### src/rtl/hdlc_rx_pkg.sv
package hdlc_rx_pkg;

  localparam logic [15:0] CRC_PRESET   = 16'hFFFF;
  localparam logic [15:0] CRC_RESIDUE  = 16'hF0B8;
  localparam logic [15:0] CRC_POLY_REV = 16'h8408;

  typedef enum logic {ST_HUNT, ST_FRAME} rx_state_t;

  // One byte through the reflected CRC-16, LSB first.
  function automatic logic [15:0] crc16_byte(input logic [15:0] c, input logic [7:0] d);
    logic [15:0] r;
    r = c;
    for (int i = 0; i < 8; i++) begin
      if (r[0] ^ d[i]) r = (r >> 1) ^ CRC_POLY_REV;
      else             r = r >> 1;
    end
    return r;
  endfunction

endpackage

### src/rtl/hdlc_rx_flagdet.sv
// Run-of-ones tracker: delimiter, abort, stuffed-zero and idle decode.
module hdlc_rx_flagdet #(
  parameter int ABORT_RUN = 7,
  parameter int IDLE_RUN  = 15
) (
  input  logic clk,
  input  logic rst,
  input  logic rx_bit,
  input  logic in_frame,
  output logic bit_take,
  output logic ev_flag,
  output logic ev_abort,
  output logic line_idle
);
  localparam int RUN_W = $clog2(IDLE_RUN + 1);
  localparam logic [RUN_W-1:0] FLAG_RUN  = RUN_W'(ABORT_RUN - 1);
  localparam logic [RUN_W-1:0] STUFF_RUN = RUN_W'(ABORT_RUN - 2);
  localparam logic [RUN_W-1:0] IDLE_V    = RUN_W'(IDLE_RUN);

  logic [RUN_W-1:0] run_q;

  always_comb begin
    bit_take = 1'b0;
    ev_flag  = 1'b0;
    ev_abort = 1'b0;
    if (rx_bit) begin
      if (run_q == FLAG_RUN)     ev_abort = 1'b1;
      else if (run_q < FLAG_RUN) bit_take = in_frame;
    end else begin
      if (run_q == FLAG_RUN)      ev_flag  = 1'b1;
      else if (run_q < STUFF_RUN) bit_take = in_frame; // run of 5 drops the 0
    end
  end

  always_ff @(posedge clk) begin
    if (rst)                  run_q <= '0;
    else if (!rx_bit)         run_q <= '0;
    else if (run_q != IDLE_V) run_q <= run_q + 1'b1;
  end

  assign line_idle = (run_q == IDLE_V);

endmodule

### src/rtl/hdlc_rx_packer.sv
// Serial-to-byte assembly, LSB first, with whole-byte counter.
module hdlc_rx_packer #(
  parameter int MAX_LEN = 1534
) (
  input  logic             clk,
  input  logic             rst,
  input  logic             clear,
  input  logic             bit_take,
  input  logic             bit_val,
  output logic             byte_stb,
  output logic [7:0]       byte_val,
  output logic [2:0]       phase,
  output logic [$clog2(MAX_LEN+2)-1:0] nbytes
);
  localparam int CNT_W = $clog2(MAX_LEN + 2);
  localparam logic [CNT_W-1:0] CNT_SAT = CNT_W'(MAX_LEN + 1);

  logic [6:0] shreg_q;

  always_ff @(posedge clk) begin
    if (rst) begin
      shreg_q  <= '0;
      phase    <= '0;
      nbytes   <= '0;
      byte_stb <= 1'b0;
      byte_val <= '0;
    end else begin
      byte_stb <= 1'b0;
      if (clear) begin
        phase  <= '0;
        nbytes <= '0;
      end else if (bit_take) begin
        shreg_q <= {bit_val, shreg_q[6:1]};
        phase   <= phase + 1'b1;
        if (phase == 3'd7) begin
          byte_stb <= 1'b1;
          byte_val <= {bit_val, shreg_q};
          if (nbytes != CNT_SAT) nbytes <= nbytes + 1'b1;
        end
      end
    end
  end

endmodule

### src/rtl/hdlc_rx_crc16.sv
module hdlc_rx_crc16
  import hdlc_rx_pkg::*;
(
  input  logic        clk,
  input  logic        rst,
  input  logic        init,
  input  logic        stb,
  input  logic [7:0]  data,
  output logic [15:0] crc_q
);

  always_ff @(posedge clk) begin
    if (rst || init) crc_q <= CRC_PRESET;
    else if (stb)    crc_q <= crc16_byte(crc_q, data);
  end

endmodule

### src/rtl/hdlc_rx_hold.sv
// Delay line that withholds the trailing check bytes.
module hdlc_rx_hold #(
  parameter int FCS_BYTES = 2
) (
  input  logic       clk,
  input  logic       rst,
  input  logic       flush,
  input  logic       stb,
  input  logic [7:0] data,
  output logic       out_valid,
  output logic [7:0] out_data,
  output logic       out_first
);
  localparam int FW = $clog2(FCS_BYTES + 1);
  localparam logic [FW-1:0] FULL = FW'(FCS_BYTES);

  logic [7:0]    line_q [FCS_BYTES];
  logic [FW-1:0] fill_q;
  logic          started_q;

  always_ff @(posedge clk) begin
    if (stb && !flush) begin
      line_q[0] <= data;
      for (int i = 1; i < FCS_BYTES; i++) line_q[i] <= line_q[i-1];
    end
  end

  always_ff @(posedge clk) begin
    if (rst) begin
      fill_q    <= '0;
      started_q <= 1'b0;
      out_valid <= 1'b0;
      out_first <= 1'b0;
      out_data  <= '0;
    end else begin
      out_valid <= 1'b0;
      out_first <= 1'b0;
      if (flush) begin
        fill_q    <= '0;
        started_q <= 1'b0;
      end else if (stb) begin
        if (fill_q == FULL) begin
          out_valid <= 1'b1;
          out_data  <= line_q[FCS_BYTES-1];
          out_first <= !started_q;
          started_q <= 1'b1;
        end else begin
          fill_q <= fill_q + 1'b1;
        end
      end
    end
  end

endmodule

### src/rtl/hdlc_rx_deframer.sv
module hdlc_rx_deframer
  import hdlc_rx_pkg::*;
#(
  parameter int MIN_LEN   = 62,
  parameter int MAX_LEN   = 1534,
  parameter int FCS_BYTES = 2,
  parameter int ABORT_RUN = 7,
  parameter int IDLE_RUN  = 15
) (
  input  logic       clk,
  input  logic       rst,
  input  logic       rx_bit,
  output logic       out_valid,
  output logic [7:0] out_data,
  output logic       out_first,
  output logic       fr_done,
  output logic       fr_ok,
  output logic       line_idle
);
  localparam int CNT_W = $clog2(MAX_LEN + 2);
  localparam logic [CNT_W-1:0] MIN_V = CNT_W'(MIN_LEN);
  localparam logic [CNT_W-1:0] MAX_V = CNT_W'(MAX_LEN);

  rx_state_t        st_q;
  logic             bit_take, ev_flag, ev_abort, frame_end, boundary;
  logic             byte_stb, good;
  logic [7:0]       byte_val;
  logic [2:0]       phase;
  logic [CNT_W-1:0] nbytes;
  logic [15:0]      crc_q;

  assign boundary  = ev_flag || ev_abort;
  assign frame_end = (st_q == ST_FRAME) && boundary;

  hdlc_rx_flagdet #(.ABORT_RUN(ABORT_RUN), .IDLE_RUN(IDLE_RUN)) u_flag (
    .clk(clk), .rst(rst), .rx_bit(rx_bit), .in_frame(st_q == ST_FRAME),
    .bit_take(bit_take), .ev_flag(ev_flag), .ev_abort(ev_abort), .line_idle(line_idle)
  );

  hdlc_rx_packer #(.MAX_LEN(MAX_LEN)) u_pack (
    .clk(clk), .rst(rst), .clear(boundary), .bit_take(bit_take), .bit_val(rx_bit),
    .byte_stb(byte_stb), .byte_val(byte_val), .phase(phase), .nbytes(nbytes)
  );

  hdlc_rx_crc16 u_crc (
    .clk(clk), .rst(rst), .init(boundary), .stb(byte_stb), .data(byte_val), .crc_q(crc_q)
  );

  hdlc_rx_hold #(.FCS_BYTES(FCS_BYTES)) u_hold (
    .clk(clk), .rst(rst), .flush(boundary), .stb(byte_stb), .data(byte_val),
    .out_valid(out_valid), .out_data(out_data), .out_first(out_first)
  );

  // hunt until a delimiter, drop back on abort.
  always_ff @(posedge clk) begin
    if (rst)           st_q <= ST_HUNT;
    else if (ev_abort) st_q <= ST_HUNT;
    else if (ev_flag)  st_q <= ST_FRAME;
  end

  // verdict, made on the closing delimiter.
  assign good = ev_flag && (phase == 3'd7) && (nbytes >= MIN_V) &&
                (nbytes <= MAX_V) && (crc_q == CRC_RESIDUE);

  always_ff @(posedge clk) begin
    if (rst) begin
      fr_done <= 1'b0;
      fr_ok   <= 1'b0;
    end else begin
      fr_done <= frame_end && (nbytes != '0);
      fr_ok   <= frame_end && (nbytes != '0) && good;
    end
  end

endmodule

### config.mk
export PLATFORM = sky130hd
export DESIGN_NAME = hdlc_rx_deframer
export DESIGN_NICKNAME = d
export VERILOG_FILES = /design/src/rtl/hdlc_rx_pkg.sv /design/src/rtl/hdlc_rx_flagdet.sv /design/src/rtl/hdlc_rx_packer.sv /design/src/rtl/hdlc_rx_crc16.sv /design/src/rtl/hdlc_rx_hold.sv /design/src/rtl/hdlc_rx_deframer.sv
export SDC_FILE = /design/constraint.sdc
export NUM_CORES = 1
export LEC_CHECK = 0
export BUFFER_PORTS_ARGS = -buffer_cell sky130_fd_sc_hd__clkbuf_2
export CAP_MARGIN = 20
export CORE_ASPECT_RATIO = 1.2
export CORE_MARGIN = 4
export CORE_UTILIZATION = 54
export DETAILED_ROUTE_END_ITERATION = 8
export GPL_ROUTABILITY_DRIVEN = 0
export PLACE_DENSITY = 0.71
export SYNTH_ARGS = -nofsm -noshare
export SYNTH_HDL_FRONTEND = slang
export SYNTH_SLANG_ARGS = --single-unit
### constraint.sdc
create_clock -name clk -period 4.1 [get_ports clk]
set_input_delay 0.615 -clock clk [delete_from_list [all_inputs] [get_ports clk]]
set_output_delay 0.615 -clock clk [all_outputs]
set_load 0.05 [all_outputs]
==> flow_metrics.py <==
metrics = {
    "logic_synthesis": {
        "synth-edff-count": 16,
        "synth_ff_type": "dfxtp_1",
        "synthCells": 363,
        "ys_top_cells_by_area": "dfxtp_1 (37%), edfxtp_1 (14%), xnor2_1 (5.7%)",
        "ys_async_sr_fraction_pct": 0,
        "ys_seq_area_share_pct": 50.8,
        "syn-cell-area_um2": 3550,
        "yosys_warnings": 0,
        "synth_nets": 375,
        "synth_cell_type_count": 49,
        "synth_top_area_share_pct": 37.2,
        "synth_top_area_cell": "dfxtp_1",
        "ys_ff_latch": 82,
        "avgSynthCellArea_um2": 9.77,
    },
    "route": {
        "first_pass_iters": 4,
        "drc": 0,
        "drt-initial-drc-count": 144,
        "drt-wirelength-per-cell_um": 14.3,
        "wirelength_met1_mm": 2.93,
        "routed.top_layer": "met4",
        "postRouteAntennaNets": 0,
        "wl_met3_um": 196,
        "wl_met2_mm": 3.33,
        "routed-via-count": 2540,
        "via_per_inst": 5.51,
        "wirelength_mm": 6.58,
    },
    "layout": {
        "syn_to_final_growth_pct": 7.72,
        "multi_input_area_um2": 1590,
        "regArea_um2": 1800,
        "fin_nets": 383,
        "mostFrequentLayoutCell": "dfxtp_1",
        "fin_util_pct": 59.6,
        "fill_cells": 561,
        "num_antenna_cells": 0,
        "design_area_um2": 3820,
        "final_cells": 461,
        "mostFrequentLayoutCells": "dfxtp_1 (66), nand2_1 (32), nor2_1 (32), a21oi_1 (30), xnor2_1 (23)",
        "drive_gt1_share_pct": 12.0,
    },
    "floorplan": {
        "start_util_pct": 55.4,
        "core_um2": 6410,
        "num_rows": 32,
        "io_pins": 16,
        "die_h_um": 96.8,
        "die_x_um": 82.0,
        "design.die.area_um2": 7930,
    },
    "sta": {
        "skew_ns": 0.00901,
        "max-slew-margin-rel_pct": 27.4,
        "grt_setup_unrepaired": "no",
        "tightest_slew_ns": 1.09,
        "finalSetupViolCount": 0,
        "slew_violations": 0,
        "finalCritPeriodShare_pct": 56.5,
        "hold_viol_final": 0,
        "period_needed_ns": 2.32,
        "max_freq_ghz": 0.432,
        "fin_setup_tns_ns": 0,
    },
    "power_and_ir_drop": {
        "sw_frac_of_total_pct": 24.1,
        "peakVddDrop_mv": 0.307,
        "p_int_mw": 1.06,
        "p_sw_uw": 335,
        "pwr_density_cell_nw_per_um2": 364,
        "power_frac_comb_pct": 1.9,
        "seq_power_share_pct": 58.8,
        "p_leak_nw": 1.36,
        "power_mw": 1.39,
        "clkPwrFrac_pct": 39.3,
    },
    "critical_path": {
        "cp-startpoint": "u_flag.run_q[1]",
        "end_kind": "register",
        "cp.required_ns": 4.39,
        "cp_max_fo": 27,
        "start_kind": "register",
        "critPathKind": "register to register",
        "r2r-start": "u_flag.run_q[1]",
        "arrival_ns": 2.61,
    },
    "place": {
        "io_buffers": 15,
        "dpl_cell_area_um2": 3640,
        "dp_hpwl_mm": 4.43,
        "dp_cells": 445,
    },
    "clocking": {
        "cts_tree": "built",
        "htreeDepth": 3,
        "cts.path.max_buffers": 2,
        "cts_setup_buffers": 0,
        "insertion_delay_ns": 0.36,
        "clkTransAtPathRegs_ns": 0.09,
        "ctsHoldBuffers": 0,
        "clockRootBuffer": "clkbuf_8",
        "cts_buffers": 9,
        "cts_resized": 0,
        "numClockSinks": 82,
    },
    "run_status": {
        "run_status": "complete, no violations",
    },
    "grt": {
        "grt_pass1_wl_mm": 10.9,
        "grt_pass1_vias": 2246,
        "track_usage_pct": 18.0,
        "grt_max_degree": 32,
        "grt_remaining_overflow": 0,
        "antenna_found_initial": 0,
    },
    "job": {
        "cap_viol_max_count": 0,
    },
    "worst_hold_path": {
        "worstHoldStart": "u_hold.line_q[0][2]",
        "hp-class": "register to register",
    },
}
## cells by family after synthesis
group           count (synthesis)  synth area share, %
mux                            16                 4.51
flops                          82                 50.8
xor+xnor                       27                 6.67
fa+ha+maj                       9                 3.17
simple gates                  128                 18.9
compound gates                 68                 11.4
buf+inv                        33                 4.48
## worst paths after layout
| kind | slack (ns) | depth (start not counted) | endpoint |
|---|---|---|---|
| min | 0.42 | 0 | u_hold.line_q[1][2] |
| min reg2reg | 0.42 | 0 | u_hold.line_q[1][2] |
| max | 1.78 | 6 | u_pack.nbytes[1] |
| max reg2reg | 1.78 | 6 | u_pack.nbytes[1] |
## worst max-delay path: stages (launching register included)
cell	delay, ns
dfxtp_1	0.46
inv_1	0.11
ha_1	0.22
and2b_4	0.18
o311ai_4	0.87
o31ai_1	0.22
a21oi_2	0.18
## area by class of cell
cell class                      count  share of cell area [%]
Inverter                           12                    1.18
Multi-Input combinational cell    248                    41.5
Sequential cell                    82                    47.2
Timing Repair Buffer               18                    2.55
Clock inverter                      7                    1.57
Clock buffer                        9                    3.24
Tap cell                           85                    2.78
## synthesized netlist by cell type, types with 9 or more instances
| cell type | n |
|---|---|
| dfxtp_1 | 66 |
| nand2_1 | 32 |
| nor2_1 | 32 |
| a21oi_1 | 30 |
| xnor2_1 | 23 |
| edfxtp_1 | 16 |
| mux2i_1 | 16 |
| o21ai_0 | 13 |
| nand3_1 | 12 |
| inv_1 | 11 |
| clkbuf_1 | 10 |
| ha_1 | 9 |
| nor4_1 | 9 |
## routing by layer
layer,GRT usage [%],vias up
met5,0,-
met4,8.06,0
met3,4.47,9
met2,28.5,43
met1,22.7,1194
li1,-,1294
## through the flow
step,hold slack [ns],setup slack (ns)
after global placement,0.401,1.83
after CTS,0.428,1.79
final,0.424,1.78
after detailed placement,0.406,1.79
after global routing,0.432,1.61
after floorplan,0.400,1.92
## sequential cells by signal, indices dropped and copies added (netlist names)
name and flops:
u_pack.shreg_q 7, u_pack.byte_stb 1, u_pack.phase 3, u_hold.out_data 8, u_hold.started_q 1, u_flag.run_q 4, u_crc.crc_q 16, st_q 1
u_pack.byte_val 8, fr_ok 1, u_hold.out_first 1, u_hold.line_q 16, u_hold.out_valid 1, u_hold.fill_q 2, u_pack.nbytes 11, fr_done 1
## power by group through the flow
stage / Sequential (mW) / Clock (mW) / Combinational [mW]
5_1_grt: 0.820 / 0.595 / 0.0294
2_1_floorplan: 0.838 / 0 / 0.0208
3_3_place_gp: 0.838 / 0 / 0.0251
4_1_cts: 0.819 / 0.562 / 0.0268
6_report: 0.819 / 0.547 / 0.0265
3_5_place_dp: 0.838 / 0 / 0.0265
(Power assumes the default switching activity.)
